### config.mk
export PLATFORM = sky130hd
export DESIGN_NAME = adcseq_top
export DESIGN_NICKNAME = d
export VERILOG_FILES = /design/src/rtl/adcseq_pkg.sv /design/src/rtl/adcseq_ctrl.sv /design/src/rtl/adcseq_fsm.sv /design/src/rtl/adcseq_result.sv /design/src/rtl/adcseq_top.sv
export SDC_FILE = /design/constraint.sdc
export NUM_CORES = 1
export LEC_CHECK = 0
export BUFFER_PORTS_ARGS = -buffer_cell sky130_fd_sc_hd__buf_2
export CORE_ASPECT_RATIO = 1.2
export CORE_MARGIN = 3
export CORE_UTILIZATION = 57
export CTS_BUF_LIST = sky130_fd_sc_hd__clkbuf_8
export CTS_CLUSTER_DIAMETER = 60
export DETAILED_ROUTE_END_ITERATION = 7
export PLACE_DENSITY = 0.95
export RECOVER_POWER = 100
export SLEW_MARGIN = 20
export SYNTH_ARGS = -nofsm -noshare
export SYNTH_HDL_FRONTEND = slang
export SYNTH_SLANG_ARGS = --single-unit
### constraint.sdc
create_clock -name clk -period 5.48 [get_ports clk]
set_input_delay 0 -clock clk [delete_from_list [all_inputs] [get_ports clk]]
set_output_delay 0 -clock clk [all_outputs]
set_load 0.1 [all_outputs]
### src/rtl/adcseq_pkg.sv
package adcseq_pkg;
   localparam logic [1:0] ADDR_CTRL = 2'd0;
   localparam logic [1:0] ADDR_IEN  = 2'd1;
   localparam logic [1:0] ADDR_IST  = 2'd2;
   localparam logic [1:0] ADDR_RES  = 2'd3;

   localparam int CTL_GO      = 0;
   localparam int CTL_CH_LO   = 1;
   localparam int CTL_MASK_LO = 5;
   localparam int CTL_SETTLE  = 15;
   localparam int FLAG_BIT    = 2;

   typedef enum logic [1:0] {
      SQ_IDLE   = 2'd0,
      SQ_SETTLE = 2'd1,
      SQ_ISSUE  = 2'd2,
      SQ_WAIT   = 2'd3
   } seq_state_t;
endpackage

### src/rtl/adcseq_ctrl.sv
module adcseq_ctrl
   import adcseq_pkg::*;
#(
   parameter int WORD_W = 16,
   parameter int NUM_CH = 10,
   parameter int CH_W   = 4
) (
   input  logic              clk,
   input  logic              rst_n,
   input  logic              wr_en,
   input  logic [1:0]        wr_addr,
   input  logic [WORD_W-1:0] wr_data,
   input  logic              busy,
   input  logic              capture,
   output logic [WORD_W-1:0] ctl_q,
   output logic              launch,
   output logic              settle,
   output logic              ien_q,
   output logic              ist_q
);
   logic [CH_W-1:0]   wr_chan;
   logic [NUM_CH-1:0] wr_mask;
   logic              chan_ok;
   logic              ctl_take;

   assign wr_chan  = wr_data[CTL_CH_LO +: CH_W];
   assign wr_mask  = wr_data[CTL_MASK_LO +: NUM_CH];
   assign ctl_take = wr_en && (wr_addr == ADDR_CTRL) && !busy;

   always_comb begin
      chan_ok = 1'b0;
      for (int i = 0; i < NUM_CH; i++) begin
         if (wr_chan == i[CH_W-1:0]) chan_ok = wr_mask[i];
      end
   end

   assign launch = ctl_take && wr_data[CTL_GO] && chan_ok;
   assign settle = wr_data[CTL_SETTLE];

   always_ff @(posedge clk) begin
      if (!rst_n) begin
         ctl_q <= '0;
         ien_q <= 1'b0;
         ist_q <= 1'b0;
      end else begin
         if (ctl_take) ctl_q <= {wr_data[WORD_W-1:1], 1'b0};
         if (wr_en && wr_addr == ADDR_IEN) ien_q <= wr_data[FLAG_BIT];
         if (capture) ist_q <= 1'b1;
         else if (wr_en && wr_addr == ADDR_IST && wr_data[FLAG_BIT]) ist_q <= 1'b0;
      end
   end
endmodule

### src/rtl/adcseq_fsm.sv
module adcseq_fsm
   import adcseq_pkg::*;
#(
   parameter int DELAY_CYC = 8
) (
   input  logic clk,
   input  logic rst_n,
   input  logic launch,
   input  logic settle,
   input  logic cnv_done,
   output logic cnv_start,
   output logic busy,
   output logic waiting,
   output logic capture
);
   localparam int CNT_W = (DELAY_CYC < 2) ? 1 : $clog2(DELAY_CYC);
   localparam logic [CNT_W-1:0] CNT_LOAD = CNT_W'(DELAY_CYC - 1);

   seq_state_t       state_q;
   logic [CNT_W-1:0] cnt_q;

   always_ff @(posedge clk) begin
      if (!rst_n) begin
         state_q <= SQ_IDLE;
         cnt_q   <= '0;
      end else begin
         unique case (state_q)
            SQ_IDLE: if (launch) begin
               state_q <= settle ? SQ_SETTLE : SQ_ISSUE;
               cnt_q   <= CNT_LOAD;
            end
            SQ_SETTLE: begin
               if (cnt_q == '0) state_q <= SQ_ISSUE;
               else cnt_q <= cnt_q - 1'b1;
            end
            SQ_ISSUE: state_q <= SQ_WAIT;
            SQ_WAIT:  if (cnv_done) state_q <= SQ_IDLE;
            default:  state_q <= SQ_IDLE;
         endcase
      end
   end

   assign cnv_start = (state_q == SQ_ISSUE);
   assign busy      = (state_q != SQ_IDLE);
   assign waiting   = (state_q == SQ_WAIT);
   assign capture   = waiting && cnv_done;
endmodule

### src/rtl/adcseq_result.sv
module adcseq_result #(
   parameter int WORD_W     = 16,
   parameter bit OFFSET_BIN = 1'b1
) (
   input  logic              clk,
   input  logic              rst_n,
   input  logic              capture,
   input  logic [WORD_W-1:0] sample,
   output logic [WORD_W-1:0] result_q
);
   logic [WORD_W-1:0] coded;

   generate
      if (OFFSET_BIN) begin : g_offset
         assign coded = {~sample[WORD_W-1], sample[WORD_W-2:0]};
      end else begin : g_twos
         assign coded = sample;
      end
   endgenerate

   always_ff @(posedge clk) begin
      if (!rst_n) result_q <= '0;
      else if (capture) result_q <= coded;
   end
endmodule

### src/rtl/adcseq_top.sv
module adcseq_top
   import adcseq_pkg::*;
#(
   parameter int WORD_W     = 16,
   parameter int NUM_CH     = 10,
   parameter int CH_W       = 4,
   parameter int DELAY_CYC  = 8,
   parameter bit OFFSET_BIN = 1'b1
) (
   input  logic              clk,
   input  logic              rst_n,
   input  logic              wr_en,
   input  logic [1:0]        wr_addr,
   input  logic [WORD_W-1:0] wr_data,
   input  logic [1:0]        rd_addr,
   output logic [WORD_W-1:0] rd_data,
   output logic              cnv_start,
   output logic [CH_W-1:0]   cnv_chan,
   input  logic              cnv_done,
   input  logic [WORD_W-1:0] cnv_data,
   output logic              irq
);
   generate
      if (WORD_W != 16) begin : g_bad_word
         $error("adcseq_top: WORD_W must be 16");
      end
      if (CTL_MASK_LO + NUM_CH > CTL_SETTLE) begin : g_bad_mask
         $error("adcseq_top: channel mask overlaps settle flag");
      end
      if (CTL_CH_LO + CH_W > CTL_MASK_LO || (1 << CH_W) < NUM_CH) begin : g_bad_ch
         $error("adcseq_top: channel field does not fit");
      end
      if (DELAY_CYC < 1) begin : g_bad_delay
         $error("adcseq_top: DELAY_CYC must be at least 1");
      end
   endgenerate

   logic [WORD_W-1:0] ctl_q, result_q;
   logic launch, settle, ien_q, ist_q, busy, waiting, capture;

   adcseq_ctrl #(.WORD_W(WORD_W), .NUM_CH(NUM_CH), .CH_W(CH_W)) u_ctrl (
      .clk(clk), .rst_n(rst_n), .wr_en(wr_en), .wr_addr(wr_addr),
      .wr_data(wr_data), .busy(busy), .capture(capture), .ctl_q(ctl_q),
      .launch(launch), .settle(settle), .ien_q(ien_q), .ist_q(ist_q)
   );

   adcseq_fsm #(.DELAY_CYC(DELAY_CYC)) u_fsm (
      .clk(clk), .rst_n(rst_n), .launch(launch), .settle(settle),
      .cnv_done(cnv_done), .cnv_start(cnv_start), .busy(busy),
      .waiting(waiting), .capture(capture)
   );

   adcseq_result #(.WORD_W(WORD_W), .OFFSET_BIN(OFFSET_BIN)) u_res (
      .clk(clk), .rst_n(rst_n), .capture(capture), .sample(cnv_data),
      .result_q(result_q)
   );

   assign cnv_chan = ctl_q[CTL_CH_LO +: CH_W];
   assign irq      = ist_q & ien_q;

   always_comb begin
      rd_data = '0;
      unique case (rd_addr)
         ADDR_CTRL: rd_data = {ctl_q[WORD_W-1:1], busy};
         ADDR_IEN:  rd_data[FLAG_BIT] = ien_q;
         ADDR_IST:  rd_data[FLAG_BIT] = ist_q;
         ADDR_RES:  rd_data = result_q;
         default:   rd_data = '0;
      endcase
   end
endmodule

* Yosys cells after proc, flatten, opt, wreduce, memory -nomap -nowiden
Index checks and enable logic that the tools add are counted.
** Storage, ports and cells
- Register bits :: 38
- Output and inout bits :: 22
- Word-level logic and storage cells :: 72
** Operators by class
- Add/sub/neg operators :: 1
- Equal/unequal tests :: 21
- Mux-type cells :: 23
- Bitwise logic cells :: 2
- Reduce and logical (&&, ||, !) cells :: 19
** Operators by type and width (count)
- $pmux W13 S2 :: 1
- $eq A4 B3 Y1 const B :: 4
- $mux W1 :: 12
- $eq A2 B2 Y1 const B :: 5
- $eq A4 B2 Y1 const B :: 2
- $eq A4 B4 Y1 const B :: 2
- $logic_and A1 B1 Y1 :: 8
- $mux W2 :: 4
- $pmux W2 S4 :: 1
- $eq A2 B1 Y1 const B :: 3
- $logic_not A2 Y1 :: 3
- $mux W3 :: 2
- $ne A2 B2 Y1 const B :: 3
- $pmux W3 S2 :: 1
- $reduce_and A3 Y1 :: 2
- $reduce_bool A2 Y1 :: 3
- $eq A4 B1 Y1 const B :: 1
- $logic_not A4 Y1 :: 1
- $pmux W1 S4 :: 1
- $pmux W2 S2 :: 1
- $logic_not A3 Y1 :: 1
- $sub A3 B1 Y3 const B :: 1
- $ne A2 B1 Y1 const B :: 1
- $and A1 B1 Y1 :: 1
- other kinds (2) :: 2

* Depth between registers and ports, before layout
Gate-level depths: netlist of the first run.
- Depth after elaboration :: 14
- Mapped depth :: 8

* Modules after synthesis
Synthesis of the first run repeated with hierarchy kept, for this count alone.
** Unflattened totals
- Cells, all modules :: 236
- Area total of the unflattened synthesis :: 2103.3 um^2
** Modules (own cells, without submodules)
- adcseq_ctrl :: times used 1, cells an instance 91, area an instance 773.2 um^2
- adcseq_result :: times used 1, cells an instance 51, area an instance 613.1 um^2
- adcseq_fsm :: times used 1, cells an instance 49, area an instance 420.4 um^2
- adcseq_top :: times used 1, cells an instance 45, area an instance 296.5 um^2

* Worst setup path before layout of the first run
Ideal clock, no wire load.
- Path kind :: reg2out
- Start :: reg u_fsm.state_q[0]
- End :: out rd_data[0]
- Arrival :: 2125 ps
- Data required time :: 5480 ps
- Slack :: 3355 ps
- Stages on the path, launching flop included :: 6
- Path buffers :: 0
- Cell sequence :: dfxtp_1 inv_1 ha_1 inv_1 a22oi_1 nor2_1
** Between the ends
- Word-level cells in the longest chain between the ends :: 2
** Ends and longest elaborated chain
- from (decl) :: line adcseq_fsm.sv:19 : seq_state_t state_q;
- from (signal assigned) :: line adcseq_fsm.sv:29 : state_q <= settle ? SQ_SETTLE : SQ_ISSUE;
- $reduce_bool A2 Y1 :: line adcseq_fsm.sv:44 : assign busy = (state_q != SQ_IDLE);
- $pmux W2 S2 :: line adcseq_top.sv:63 : unique case (rd_addr)
- to (decl) :: line adcseq_top.sv:16 : output logic [WORD_W-1:0] rd_data,
Every way passes these cells.

* Worst setup path in the final report of the first run
- Start :: reg u_fsm.state_q[1]
- End :: reg u_ctrl.ctl_q[13]
** Between the ends
- Word-level cells in the longest chain between the ends :: 3
** Ends and longest elaborated chain
- $reduce_bool A2 Y1 :: line adcseq_fsm.sv:44
- $logic_not A1 Y1 :: line adcseq_ctrl.sv:28 : assign ctl_take = wr_en && (wr_addr == ADDR_CTRL) && !busy;
- $logic_and A1 B1 Y1 :: line adcseq_ctrl.sv:28
- to (signal assigned) :: line adcseq_ctrl.sv:46 : if (ctl_take) ctl_q <= {wr_data[WORD_W-1:1], 1'b0};
- to (decl) :: line adcseq_ctrl.sv:15 : output logic [WORD_W-1:0] ctl_q,
Every way passes these cells.
A chain may end at the register's enable or synchronous reset.

==> results of run 1 <==
## cell usage after synthesis
| cell | count | area, um2 |
|---|---|---|
| ha_1 | 11 | 138 |
| mux2i_1 | 6 | 60.1 |
| o31a_1 | 1 | 8.76 |
| a21boi_1 | 2 | 15.0 |
| o21ai_0 | 10 | 50.1 |
| nor2_1 | 16 | 60.1 |
| a211oi_1 | 1 | 7.51 |
| mux2_2 | 1 | 11.3 |
| nand4bb_1 | 1 | 11.3 |
| and2_1 | 3 | 18.8 |
| o211a_1 | 1 | 10.0 |
| or3b_1 | 2 | 17.5 |
| clkbuf_1 | 13 | 48.8 |
| nand2_1 | 67 | 251 |
| nor2b_1 | 2 | 12.5 |
| nand4b_1 | 1 | 8.76 |
| a32oi_1 | 1 | 8.76 |
| o311a_1 | 4 | 40.0 |
| o41ai_2 | 1 | 16.3 |
| a22oi_1 | 15 | 113 |
| a21boi_0 | 30 | 225 |
| dfxtp_1 | 38 | 761 |
| buf_2 | 3 | 15.0 |
| nand2b_1 | 1 | 6.26 |
| buf_4 | 4 | 30.0 |
| nor4b_2 | 1 | 15.0 |
| a31oi_2 | 1 | 12.5 |
| a222oi_1 | 1 | 10.0 |
| inv_1 | 12 | 45.0 |
| a31oi_1 | 1 | 6.26 |
## power by group through the flow
stage	Combinational [mW]	Clock, mW	Sequential [mW]
global route	0.367	0.256	0.327
floorplan	0.251	0	0.325
detailed placement	0.317	0	0.330
CTS	0.337	0.247	0.324
global placement	0.299	0	0.327
finish	0.336	0.249	0.326
## kinds of logic after synthesis
family | after synthesis
compound gates | 69
fa+ha+maj | 11
buf+inv | 32
flops | 38
mux | 7
simple gates | 94
## registers in the layout, summed over array words and instances (netlist names)
| signal | cells |
|---|---|
| u_fsm.state_q | 2 |
| u_ctrl.ien_q | 1 |
| u_res.result_q | 16 |
| u_ctrl.ctl_q | 15 |
| u_ctrl.ist_q | 1 |
| u_fsm.cnt_q | 3 |
## path summary, 6_finish.rpt
path / startpoint / to / slack, ns
worst min register to register: u_res.result_q[3]$_SDFFE_PN0P_ / u_res.result_q[3]$_SDFFE_PN0P_ / 0.47
worst max register to register: u_fsm.state_q[1]$_SDFFE_PN0P_ / u_ctrl.ctl_q[13]$_SDFFE_PN0P_ / 2.12
worst max-delay path: u_fsm.state_q[1]$_SDFFE_PN0P_ / u_ctrl.ctl_q[13]$_SDFFE_PN0P_ / 2.12
worst min-delay path: wr_data[10] / u_ctrl.ctl_q[10]$_SDFFE_PN0P_ / -0.01
## tightest hold or removal path, cell delays in order
cell and delay, ns:
buf_2 0.11, nand2_1 0.05, a21boi_0 0.09
## through the flow
step                instances  power, mW  hold slack (ns)  worst slack, ns  util, %
floorplan                 251      0.576            0.135             3.36        -
global placement          329      0.626            0.253             3.01     67.5
detailed placement        329      0.646            0.259             2.85     67.7
CTS                       363      0.907          0.00420             2.81     79.0
global route              363      0.951           0.0156             1.86     77.6
finish                    363      0.910          -0.0110             2.12     77.6
## repair_timing
action	in CTS	in global routing
endpoints found under the hold margin	27	0
hold buffers	27	0
resized for setup	0	0
## layer usage
metal,vias to the layer above,GRT usage [%]
met3,27,4.86
met1,991,35.5
li1,999,-
met5,-,0
met2,109,51.9
met4,0,15.9
## layout make-up
type | count | area, um2 | share of cell area [%]
repair buffers | 88 | 548 | 20.8
well taps | 37 | 46.3 | 1.76
clock buffers | 6 | 82.6 | 3.14
multi-input cells | 181 | 1120 | 42.6
inverters | 12 | 45.0 | 1.71
flip-flops and latches | 38 | 761 | 28.9
clock inverters | 1 | 30.0 | 1.14
==> impl_results.rst, run 1 <==
.. list-table::
   :header-rows: 1

   * - Metric
     - Value
   * - Static Leak
     - 1.05 nW
   * - Placeable core region
     - roughly 3400 um2
   * - Count of endpoints failing setup in the final report
     - 0
   * - Maximum number of pins on one net before global-route repair
     - 39
   * - Largest stage delay on the critical path
     - 1.91 ns
   * - Placement row count
     - 23
   * - Via count
     - roughly 2100
   * - Shortest clock period the worst path allows after layout
     - between 3 and 4 ns
   * - Maximum VDD drop
     - ~0.24 mV
   * - Relative max-transition margin
     - -61.1%
   * - Antenna Violating Nets Remaining
     - 0
   * - Signal arrival time at the worst endpoint
     - between 3 and 4 ns
   * - Peak fanout along the critical path
     - 15
   * - Chip width
     - slightly above 60 um
   * - Global-route wire length before repair
     - just under 10000 um
   * - Buffers inserted during post-CTS setup optimization
     - 0
   * - Routability Congestion
     - 0.862
   * - Clock Skews
     - between 0.008 and 0.009 ns
   * - Clock Power Share
     - approximately 27%
   * - Global routing usage summed across all routing layers
     - a little under a third
   * - Post-place instance area
     - between 2000 and 2500 um2
   * - WL met1
     - between 2000 and 2500 um
   * - Number of buffers between clock root and the deepest sink
     - 2
   * - P per Cell Area
     - roughly 350 nW/um2
   * - Xor/xnor cell area share of the yosys netlist
     - 0%
   * - Post-Synthesis Net Count
     - between 300 and 400
   * - Cell-by-cell trace of the critical path
     - inv_1, ha_1, inv_1, nor4b_1, nand2_1, a21boi_0
   * - Largest delay share family, worst path
     - simple AND/OR/NAND/NOR gates
   * - Sinks on Clock Net
     - 38
   * - Dpl hpwl
     - around 3700 um
   * - Simple logic cell fraction of the synthesized area
     - between 15 and 20%
   * - Max_cap viols
     - 1
   * - Vias in the first global route
     - 2063
   * - Antenna violations before repair
     - 0
   * - Startpoint-to-endpoint class of the critical path
     - flop to flop
   * - Psw
     - around 0.34 mW
   * - Total negative slack
     - 0 ns
   * - Final worst-path cycle share
     - 61.4%
   * - Hold Crit Class
     - input pin to flop
   * - Wire length per cell
     - about 17 um
   * - Adder-Cell Fraction of Synth Area
     - ~6.8%
   * - Net count reported at finish
     - 377
   * - Fillcell total
     - about 250
   * - Clk Latency, worst-skew pair
     - about 0.31 ns
   * - DRC violations left
     - 0
   * - Syn Inst Count
     - around 250
   * - Commonest cells after routing, fill and taps aside
     - nand2_1 (67), buf_2 (39), dfxtp_1 (38)
   * - Yosys warnings
     - 0
   * - Fraction of the yosys area taken by sequential cells
     - a little under two fifths
   * - Cell with the most instances on the worst path
     - inv_1
   * - Number of synthesized register bits
     - 38
   * - Most common cell after layout, fill and taps aside
     - nand2_1
   * - Number of buffers inserted by port buffering
     - just over 60
   * - Share of cells above drive strength 1
     - 14.7%
   * - Kind of start point of the critical path
     - flop
   * - Root Buffer Master
     - clkbuf_8
   * - Detail Route met3 WL
     - ~420 um
   * - Sequential fraction of design power
     - ~36%
   * - Total detailed-routing wirelength
     - 6210 um
   * - Actual transition at the worst max-transition pin
     - between 2 and 2.5 ns
   * - Area of all placed cells without fillers
     - about 2600 um2
   * - Data required time of the worst path
     - between 5 and 6 ns
   * - Dominant combinational cell family by area after synthesis
     - compound AO/OA/AOI/OAI gates
   * - Worst Setup End Kind
     - flop
   * - Chip Height
     - just over 70 um
   * - I/O pin total
     - a little over 60
   * - Total length of routed met2 wires
     - between 3000 and 4000 um
   * - Path depth of the worst reg2reg path
     - 6
   * - Top routing layer used
     - met4
   * - Mux cell area share after synthesis
     - 3.51%
   * - Die area
     - 4320 um2
   * - Fraction of the mapped netlist area in compound gates
     - approximately 26%
   * - Initial detailed-routing violation count
     - about 160
   * - Total clock buffers created by CTS
     - 5
   * - Drt pass-1 iters
     - 5
   * - Master of the slowest instance on the critical path
     - nor4b_1
   * - Count of antenna diodes in the layout
     - 0
   * - Clock tree from TritonCTS
     - yes
   * - RSZ-0062 raised after global routing
     - false
   * - Post-Syn Area
     - around 2000 um2
   * - Depth of the worst hold-timing path
     - 3
   * - Remaining global-route overflow
     - 0
   * - Switching Fraction
     - a little under two fifths
   * - Hold Vio Cnt, Final
     - 1
   * - Outcome
     - finished, violations left
   * - Number of gates on the worst path with buffers counted
     - 6
   * - Starting Density
     - about three fifths
   * - Final max-slew violation count
     - 16
   * - Crit path buffers/inverters
     - 2
   * - Combinational fraction of design power
     - approximately 37%
   * - Level count of the clock H-tree
     - 2
   * - Worst Hold Slack
     - -0.0110 ns
   * - Average via count per standard cell
     - roughly 6
   * - F_max
     - 0.297 GHz
   * - Clock-pin slew on the worst setup and hold paths
     - 0.08 ns
   * - Internal power summed over all cells
     - between 0.5 and 0.6 mW
   * - Growth of design area from synthesis to finish
     - 29.5%
   * - Average instance area after synthesis
     - around 8.1 um2
   * - Failing checks
     - hold timing, capacitance limit, slew limit
   * - Library cells used by synthesis
     - 30
(Power assumes the default switching activity.)
==> run 2, diff against run 1 <==
--- a/config.mk
+++ b/config.mk
@@ -8,11 +8,11 @@
 export BUFFER_PORTS_ARGS = -buffer_cell sky130_fd_sc_hd__buf_2
 export CORE_ASPECT_RATIO = 1.2
 export CORE_MARGIN = 3
-export CORE_UTILIZATION = 57
+export CORE_UTILIZATION = 48
 export CTS_BUF_LIST = sky130_fd_sc_hd__clkbuf_8
 export CTS_CLUSTER_DIAMETER = 60
 export DETAILED_ROUTE_END_ITERATION = 7
-export PLACE_DENSITY = 0.95
+export PLACE_DENSITY = 0.9
 export RECOVER_POWER = 100
 export SLEW_MARGIN = 20
 export SYNTH_ARGS = -nofsm -noshare
==> constraint.sdc (replaced) <==
create_clock -name clk -period 2.8 [get_ports clk]
set_input_delay 0 -clock clk [delete_from_list [all_inputs] [get_ports clk]]
set_output_delay 0 -clock clk [all_outputs]
set_load 0.1 [all_outputs]
==> impl_results.rst, run 2 (synthesized netlist as in run 1, its figures left out) <==
.. list-table::
   :header-rows: 1

   * - Metric
     - Value
   * - Number of buffers inserted by port buffering
     - a little over 60
   * - Final Instance Count excl. Fillers
     - between 300 and 400
   * - Total of cells resized after clock tree synthesis
     - 0
   * - Count of endpoints failing setup in the final report
     - 0
   * - Path depth of the worst reg2reg path
     - 8
   * - Relative max-transition margin
     - a little over a fifth
   * - Worst Setup End Kind
     - flop
   * - Number of buffers between clock root and the deepest sink
     - 2
   * - Vias in the first global route
     - approximately 2100
   * - Shortest clock period the worst path allows after layout
     - between 2 and 2.5 ns
   * - Total negative slack
     - 0 ns
   * - Global-route wire length before repair
     - 9760 um
   * - Sinks on Clock Net
     - 38
   * - P per Cell Area
     - between 600 and 700 nW/um2
   * - Commonest cells after routing, fill and taps aside
     - nand2_1 (67), buf_2 (39), dfxtp_1 (38)
   * - Starting Density
     - between 50% and 60%
   * - Worst slack after detailed placement
     - between 0.6 and 0.7 ns
   * - Register with the most flip-flops
     - u_res.result_q
   * - I/O pin total
     - 62
   * - Antenna Violating Nets Remaining
     - 0
   * - Startpoint-to-endpoint class of the critical path
     - flop to flop
   * - Hold Vio Cnt, Final
     - 0
   * - Total instance count after detailed placement
     - approximately 350
   * - Maximum VDD drop
     - between 0.3 and 0.4 mV
   * - Peak fanout along the critical path
     - 17
   * - Setup ws final
     - ~0.40 ns
   * - Placement row count
     - 25
   * - Count of antenna diodes in the layout
     - 0
   * - Clock tree from TritonCTS
     - yes
   * - Growth of design area from synthesis to finish
     - 29.5%
   * - Timing endpoint of the critical path
     - u_fsm.cnt_q[2]$_SDFFE_PN0P_
   * - Net count reported at finish
     - 380
   * - Clock Skews
     - around 0.0086 ns
   * - Static Leak
     - ~1.0 nW
   * - RR Endpoint
     - u_fsm.cnt_q[2]$_SDFFE_PN0P_
   * - Critical path launch point
     - u_fsm.state_q[1]$_SDFFE_PN0P_
   * - Remaining global-route overflow
     - 0
   * - Average via count per standard cell
     - around 5.6
   * - Routability Congestion
     - about 0.83
   * - Final max-slew violation count
     - 0
   * - Signal arrival time at the worst endpoint
     - 2.64 ns
   * - Total detailed-routing wirelength
     - between 5000 and 6000 um
   * - RSZ-0062 raised after global routing
     - false
   * - F_max
     - 0.417 GHz
   * - Initial detailed-routing violation count
     - 150
   * - Clk Latency, worst-skew pair
     - between 0.3 and 0.4 ns
   * - Flop-to-flop setup slack
     - roughly 0.40 ns
   * - Buffers inserted during post-CTS setup optimization
     - 0
   * - Dpl hpwl
     - 3750 um
   * - Most common cell after layout, fill and taps aside
     - nand2_1
   * - Maximum number of pins on one net before global-route repair
     - 39
   * - Critical R2R Launch
     - u_fsm.state_q[1]$_SDFFE_PN0P_
   * - Via count
     - around 2100
   * - Hold Crit Class
     - input pin to flop
   * - Kind of start point of the critical path
     - flop
   * - Chip width
     - between 60 and 70 um
   * - Wire length per cell
     - between 15 and 20 um
   * - Clock-pin slew on the worst setup and hold paths
     - about 0.080 ns
   * - Final worst-path cycle share
     - a little under nine tenths
   * - Total clock buffers created by CTS
     - 5
   * - Chip Height
     - ~77 um
   * - Max_cap viols
     - 0
   * - Antenna violations before repair
     - 0
   * - Placeable core region
     - 4000 um2
   * - Global routing usage summed across all routing layers
     - about a quarter
   * - Largest registers in the final layout
     - u_res.result_q: 16 flops, u_ctrl.ctl_q: 15 flops, u_fsm.cnt_q: 3 flops
   * - Level count of the clock H-tree
     - 2
   * - Root Buffer Master
     - clkbuf_8
   * - Flip-flop count of the largest register, all copies and words added
     - 16
   * - Actual transition at the worst max-transition pin
     - 1.18 ns
   * - Data required time of the worst path
     - 3.04 ns
   * - Die area
     - a little over 5000 um2
   * - Drt pass-1 iters
     - 4
   * - Share of cells above drive strength 1
     - about 15%
   * - Outcome
     - completed
   * - DRC violations left
     - 0
-- run 2: cell count changes in the layout (fill, tap and decap cells not counted), sizes merged --
cell         delta
bufinv          -1
dlygate4sd3     +1
clkinv          +2
clkbuf          +1
-- run 2: routing by layer --
metal | GRT usage, % | share of wire [%] | up-vias
met1 | 27.3 | 38 | 1011
met3 | 7.91 | 6.4 | 25
met5 | 0 | 0 | -
met4 | 12.4 | 4.3 | 0
met2 | 43.5 | 51 | 96
li1 | - | - | 1006
-- run 2: through the flow --
stage	hold slack [ns]	power, mW	utilization, %	instance area [um2]
after global placement	0.255	1.23	58.1	2330
final	0.0144	1.65	65.8	2630
after detailed placement	0.259	1.27	58.1	2330
after global routing	0.0256	1.74	65.8	2630
after floorplan	0.135	1.13	-	2030
after CTS	0.0146	1.66	67.1	2690
-- run 2: how the worst min path moves through the flow --
stage	start	to	slack, ns	cells after the start
2_1_floorplan	wr_data[15]	u_ctrl.ctl_q[15]$_SDFFE_PN0P_	0.13	2
3_3_place_gp	cnv_data[3]	u_res.result_q[3]$_SDFFE_PN0P_	0.26	3
3_5_place_dp	cnv_data[1]	u_res.result_q[1]$_SDFFE_PN0P_	0.26	3
4_1_cts	wr_data[3]	u_ctrl.ctl_q[3]$_SDFFE_PN0P_	0.01	3
5_1_grt	wr_data[3]	u_ctrl.ctl_q[3]$_SDFFE_PN0P_	0.03	3
6_report	wr_data[2]	u_ctrl.ctl_q[2]$_SDFFE_PN0P_	0.01	3
-- run 2: power breakdown --
group / internal (mW) / leakage (nW) / switching, mW
logic: 0.220 / 0.685 / 0.418
registers: 0.599 / 0.308 / 0.0355
clock network: 0.167 / 0.0438 / 0.209
total: 0.986 / 1.04 / 0.663
-- run 2: layout make-up --
class,instances,area (um2)
Sequential cell,38,761
Fill cell,362,1370
Clock inverter,2,10.0
Inverter,12,45.0
Timing Repair Buffer,91,567
Multi-Input combinational cell,181,1110
Clock buffer,5,68.8
Tap cell,54,67.6
-- run 2: worst max-delay path: stages (launching register included) --
cell       delay (ns)
dfxtp_1          0.34
inv_1            0.10
ha_1             0.25
nand4bb_1        0.11
clkbuf_2         0.27
o41ai_1          0.43
a31oi_1          0.23
or3b_1           0.44
a21boi_0         0.15
-- run 2: what timing repair did --
| action | CTS | global route |
|---|---|---|
| endpoints found under the hold margin | 28 | 0 |
| setup endpoints to repair | 0 | 0 |
| hold buffers | 28 | 0 |
==> run 3, diff against run 2 <==
--- a/config.mk
+++ b/config.mk
@@ -8,12 +8,11 @@
 export BUFFER_PORTS_ARGS = -buffer_cell sky130_fd_sc_hd__buf_2
 export CORE_ASPECT_RATIO = 1.2
 export CORE_MARGIN = 3
-export CORE_UTILIZATION = 48
+export CORE_UTILIZATION = 46
 export CTS_BUF_LIST = sky130_fd_sc_hd__clkbuf_8
 export CTS_CLUSTER_DIAMETER = 60
 export DETAILED_ROUTE_END_ITERATION = 7
-export PLACE_DENSITY = 0.9
-export RECOVER_POWER = 100
+export PLACE_DENSITY = 0.85
 export SLEW_MARGIN = 20
 export SYNTH_ARGS = -nofsm -noshare
 export SYNTH_HDL_FRONTEND = slang
==> constraint.sdc (replaced) <==
create_clock -name clk -period 2.9 [get_ports clk]
set_input_delay 0 -clock clk [delete_from_list [all_inputs] [get_ports clk]]
set_output_delay 0 -clock clk [all_outputs]
set_load 0.1 [all_outputs]
==> impl_results.rst, run 3 (synthesized netlist as in run 1, its figures left out) <==
.. list-table::
   :header-rows: 1

   * - Metric
     - Value
   * - Clock Power Share
     - 30.9%
   * - Buffers inserted during post-CTS setup optimization
     - 0
   * - Psw
     - about 0.64 mW
   * - Global-route wire length before repair
     - between 9000 and 10000 um
   * - Count of endpoints failing setup in the final report
     - 0
   * - Share of cells above drive strength 1
     - a little under a quarter
   * - Antenna violations before repair
     - 0
   * - Largest stage delay on the critical path
     - roughly 0.4 ns
   * - Placeable core region
     - between 4000 and 5000 um2
   * - Internal power summed over all cells
     - around 1.2 mW
   * - Level count of the clock H-tree
     - 2
   * - Hold Crit Class
     - input pin to flop
   * - DRC violations left
     - 0
   * - Global-route met1 utilization
     - 27.5%
   * - Remaining global-route overflow
     - 0
   * - Switching Fraction
     - 35.1%
   * - Clk Latency, worst-skew pair
     - around 0.29 ns
   * - Combinational fraction of design power
     - around a third
   * - Largest delay share family, worst path
     - simple AND/OR/NAND/NOR gates
   * - Data required time of the worst path
     - between 3 and 4 ns
   * - Cell-by-cell trace of the critical path
     - inv_1, ha_1, nand4bb_1, a211oi_1, a31oi_2, or3b_1, a21boi_1
   * - Area taken by flip-flops and latches
     - around 760 um2
   * - Average via count per standard cell
     - approximately 5.3
   * - Via count
     - about 2000
   * - Starting Density
     - 49.6%
   * - Master of the slowest instance on the critical path
     - or3b_1
   * - Chip Height
     - between 70 and 80 um
   * - Net count reported at finish
     - around 380
   * - Setup ws final
     - between 0.6 and 0.7 ns
   * - Outcome
     - completed
   * - Worst min-delay path startpoint
     - wr_data[5]
   * - Static Leak
     - about 1.2 nW
   * - Maximum number of pins on one net before global-route repair
     - 39
   * - Largest registers in the final layout
     - u_res.result_q: 16 flops, u_ctrl.ctl_q: 15 flops, u_fsm.cnt_q: 3 flops
   * - Multi-input gate area in the final layout
     - about 1100 um2
   * - Placement row count
     - 25
   * - Flip-flop count of the largest register, all copies and words added
     - 16
   * - Signal arrival time at the worst endpoint
     - about 2.5 ns
   * - Routability Congestion
     - approximately 0.76
   * - Total negative slack
     - 0 ns
   * - Crit path buffers/inverters
     - 1
   * - Final worst-path cycle share
     - about 77%
   * - Sequential fraction of design power
     - ~34%
   * - Worst slack after detailed placement
     - ~0.72 ns
   * - Peak fanout along the critical path
     - 10
   * - Area of all placed cells without fillers
     - between 2000 and 3000 um2
   * - Flop-to-flop setup slack
     - ~0.67 ns
   * - RR Endpoint
     - u_fsm.cnt_q[2]$_SDFFE_PN0P_
   * - Wire length per cell
     - ~15 um
   * - Chip width
     - roughly 67 um
   * - Number of buffers between clock root and the deepest sink
     - 2
   * - Total of cells resized after clock tree synthesis
     - 0
   * - Hold worst-path end
     - u_ctrl.ctl_q[5]$_SDFFE_PN0P_
   * - Die area
     - roughly 5300 um2
   * - RSZ-0062 raised after global routing
     - false
   * - Fillcell total
     - about 330
   * - Path depth of the worst reg2reg path
     - 7
   * - Relative max-transition margin
     - between 50% and 60%
   * - Hold Vio Cnt, Final
     - 0
   * - Startpoint-to-endpoint class of the critical path
     - flop to flop
   * - Antenna Violating Nets Remaining
     - 0
   * - Sinks on Clock Net
     - 38
   * - GR Layer Usage met2
     - 37.3%
   * - Kind of start point of the critical path
     - flop
   * - P per Cell Area
     - roughly 660 nW/um2
   * - Total clock buffers created by CTS
     - 5
   * - Met3 global-route usage
     - between 5 and 6%
   * - Register with the most flip-flops
     - u_res.result_q
   * - GRT Max-Usage Layer
     - met2
   * - Clock-pin slew on the worst setup and hold paths
     - approximately 0.08 ns
   * - Maximum VDD drop
     - about 0.5 mV
   * - F_max
     - about 0.45 GHz
   * - Root Buffer Master
     - clkbuf_8
   * - Total detailed-routing wirelength
     - about 5700 um
   * - Max_cap viols
     - 0
   * - Most common cell after layout, fill and taps aside
     - nand2_1
   * - Total power after layout
     - 1.81 mW
   * - Commonest cells after routing, fill and taps aside
     - nand2_1 (67), buf_2 (61), dfxtp_1 (38)
   * - Actual transition at the worst max-transition pin
     - around 0.67 ns
   * - Vias in the first global route
     - a little under 2000
   * - Count of antenna diodes in the layout
     - 0
   * - Initial detailed-routing violation count
     - between 100 and 150
   * - Critical R2R Launch
     - u_fsm.state_q[0]$_SDFFE_PN0P_
   * - Dpl hpwl
     - 3710 um
   * - Worst Setup End Kind
     - flop
   * - Shortest clock period the worst path allows after layout
     - 2.23 ns
   * - Clock Skews
     - roughly 0.0053 ns
   * - Number of buffers inserted by port buffering
     - slightly above 60
   * - Global routing usage summed across all routing layers
     - between 20% and 30%
   * - Clock tree from TritonCTS
     - yes
   * - Drt pass-1 iters
     - 5
   * - Growth of design area from synthesis to finish
     - 34.8%
   * - Final max-slew violation count
     - 0
   * - Post-place instance area
     - between 2000 and 2500 um2
   * - I/O pin total
     - 62
   * - Depth of the worst hold-timing path
     - 3
   * - Worst Hold Slack
     - 0.0123 ns
## run 3: cell types whose count changed in the layout (fill, tap and decap cells not counted), moves of 2 or more
cell,delta
clkinv_2,-2
a21boi_1,+2
bufinv_16,+2
a21boi_0,-2
buf_2,+22
clkbuf_1,-23
buf_4,+2
## run 3: cell type report
cell class,count,area share [%]
inverters,12,1.64
well taps,54,2.47
multi-input cells,181,41.4
repair buffers,90,21.6
clock buffers,6,3.01
flip-flops and latches,38,27.8
clock inverters,2,2.19
## run 3: worst max-delay path by stage
stage	cells past startpoint	end	startpoint	slack, ns
CTS	7	u_fsm.cnt_q[2]$_SDFFE_PN0P_	u_fsm.state_q[0]$_SDFFE_PN0P_	0.69
detailed placement	7	u_fsm.cnt_q[2]$_SDFFE_PN0P_	u_fsm.state_q[0]$_SDFFE_PN0P_	0.72
finish	7	u_fsm.cnt_q[2]$_SDFFE_PN0P_	u_fsm.state_q[0]$_SDFFE_PN0P_	0.67
floorplan	5	rd_data[0]	u_fsm.state_q[0]$_SDFFE_PN0P_	0.78
global route	7	u_fsm.cnt_q[2]$_SDFFE_PN0P_	u_fsm.state_q[0]$_SDFFE_PN0P_	0.46
global placement	7	u_fsm.cnt_q[2]$_SDFFE_PN0P_	u_fsm.state_q[0]$_SDFFE_PN0P_	0.83
## run 3: timing repair
item	4_1_cts	5_1_grt
hold buffers	26	1
setup endpoints to repair	0	0
hold endpoints to repair	26	1
## run 3: stage by stage
stage                     cells  util [%]
after floorplan             251         -
after global placement      348      56.8
after detailed placement    348      56.8
after CTS                   382      66.6
after global routing        383      66.9
final                       383      66.9
## run 3: routing by layer
metal,vias up,part of all wire (%)
met5,-,0
met4,0,3.7
met3,20,6.7
met2,92,50
met1,926,39
li1,1000,-
## run 3: power groups by stage
stage	combinational (mW)	sequential, mW	clock (mW)
after global placement	0.573	0.619	0
after CTS	0.631	0.611	0.566
after floorplan	0.475	0.613	0
after global routing	0.712	0.619	0.587
after detailed placement	0.601	0.623	0
final	0.638	0.614	0.560
## run 3: worst reg2reg max path, cell delays in order (launching register included)
cell and delay, ns:
dfxtp_1 0.34, inv_1 0.10, ha_1 0.27, nand4bb_1 0.33
a211oi_1 0.34, a31oi_2 0.26, or3b_1 0.41, a21boi_1 0.12
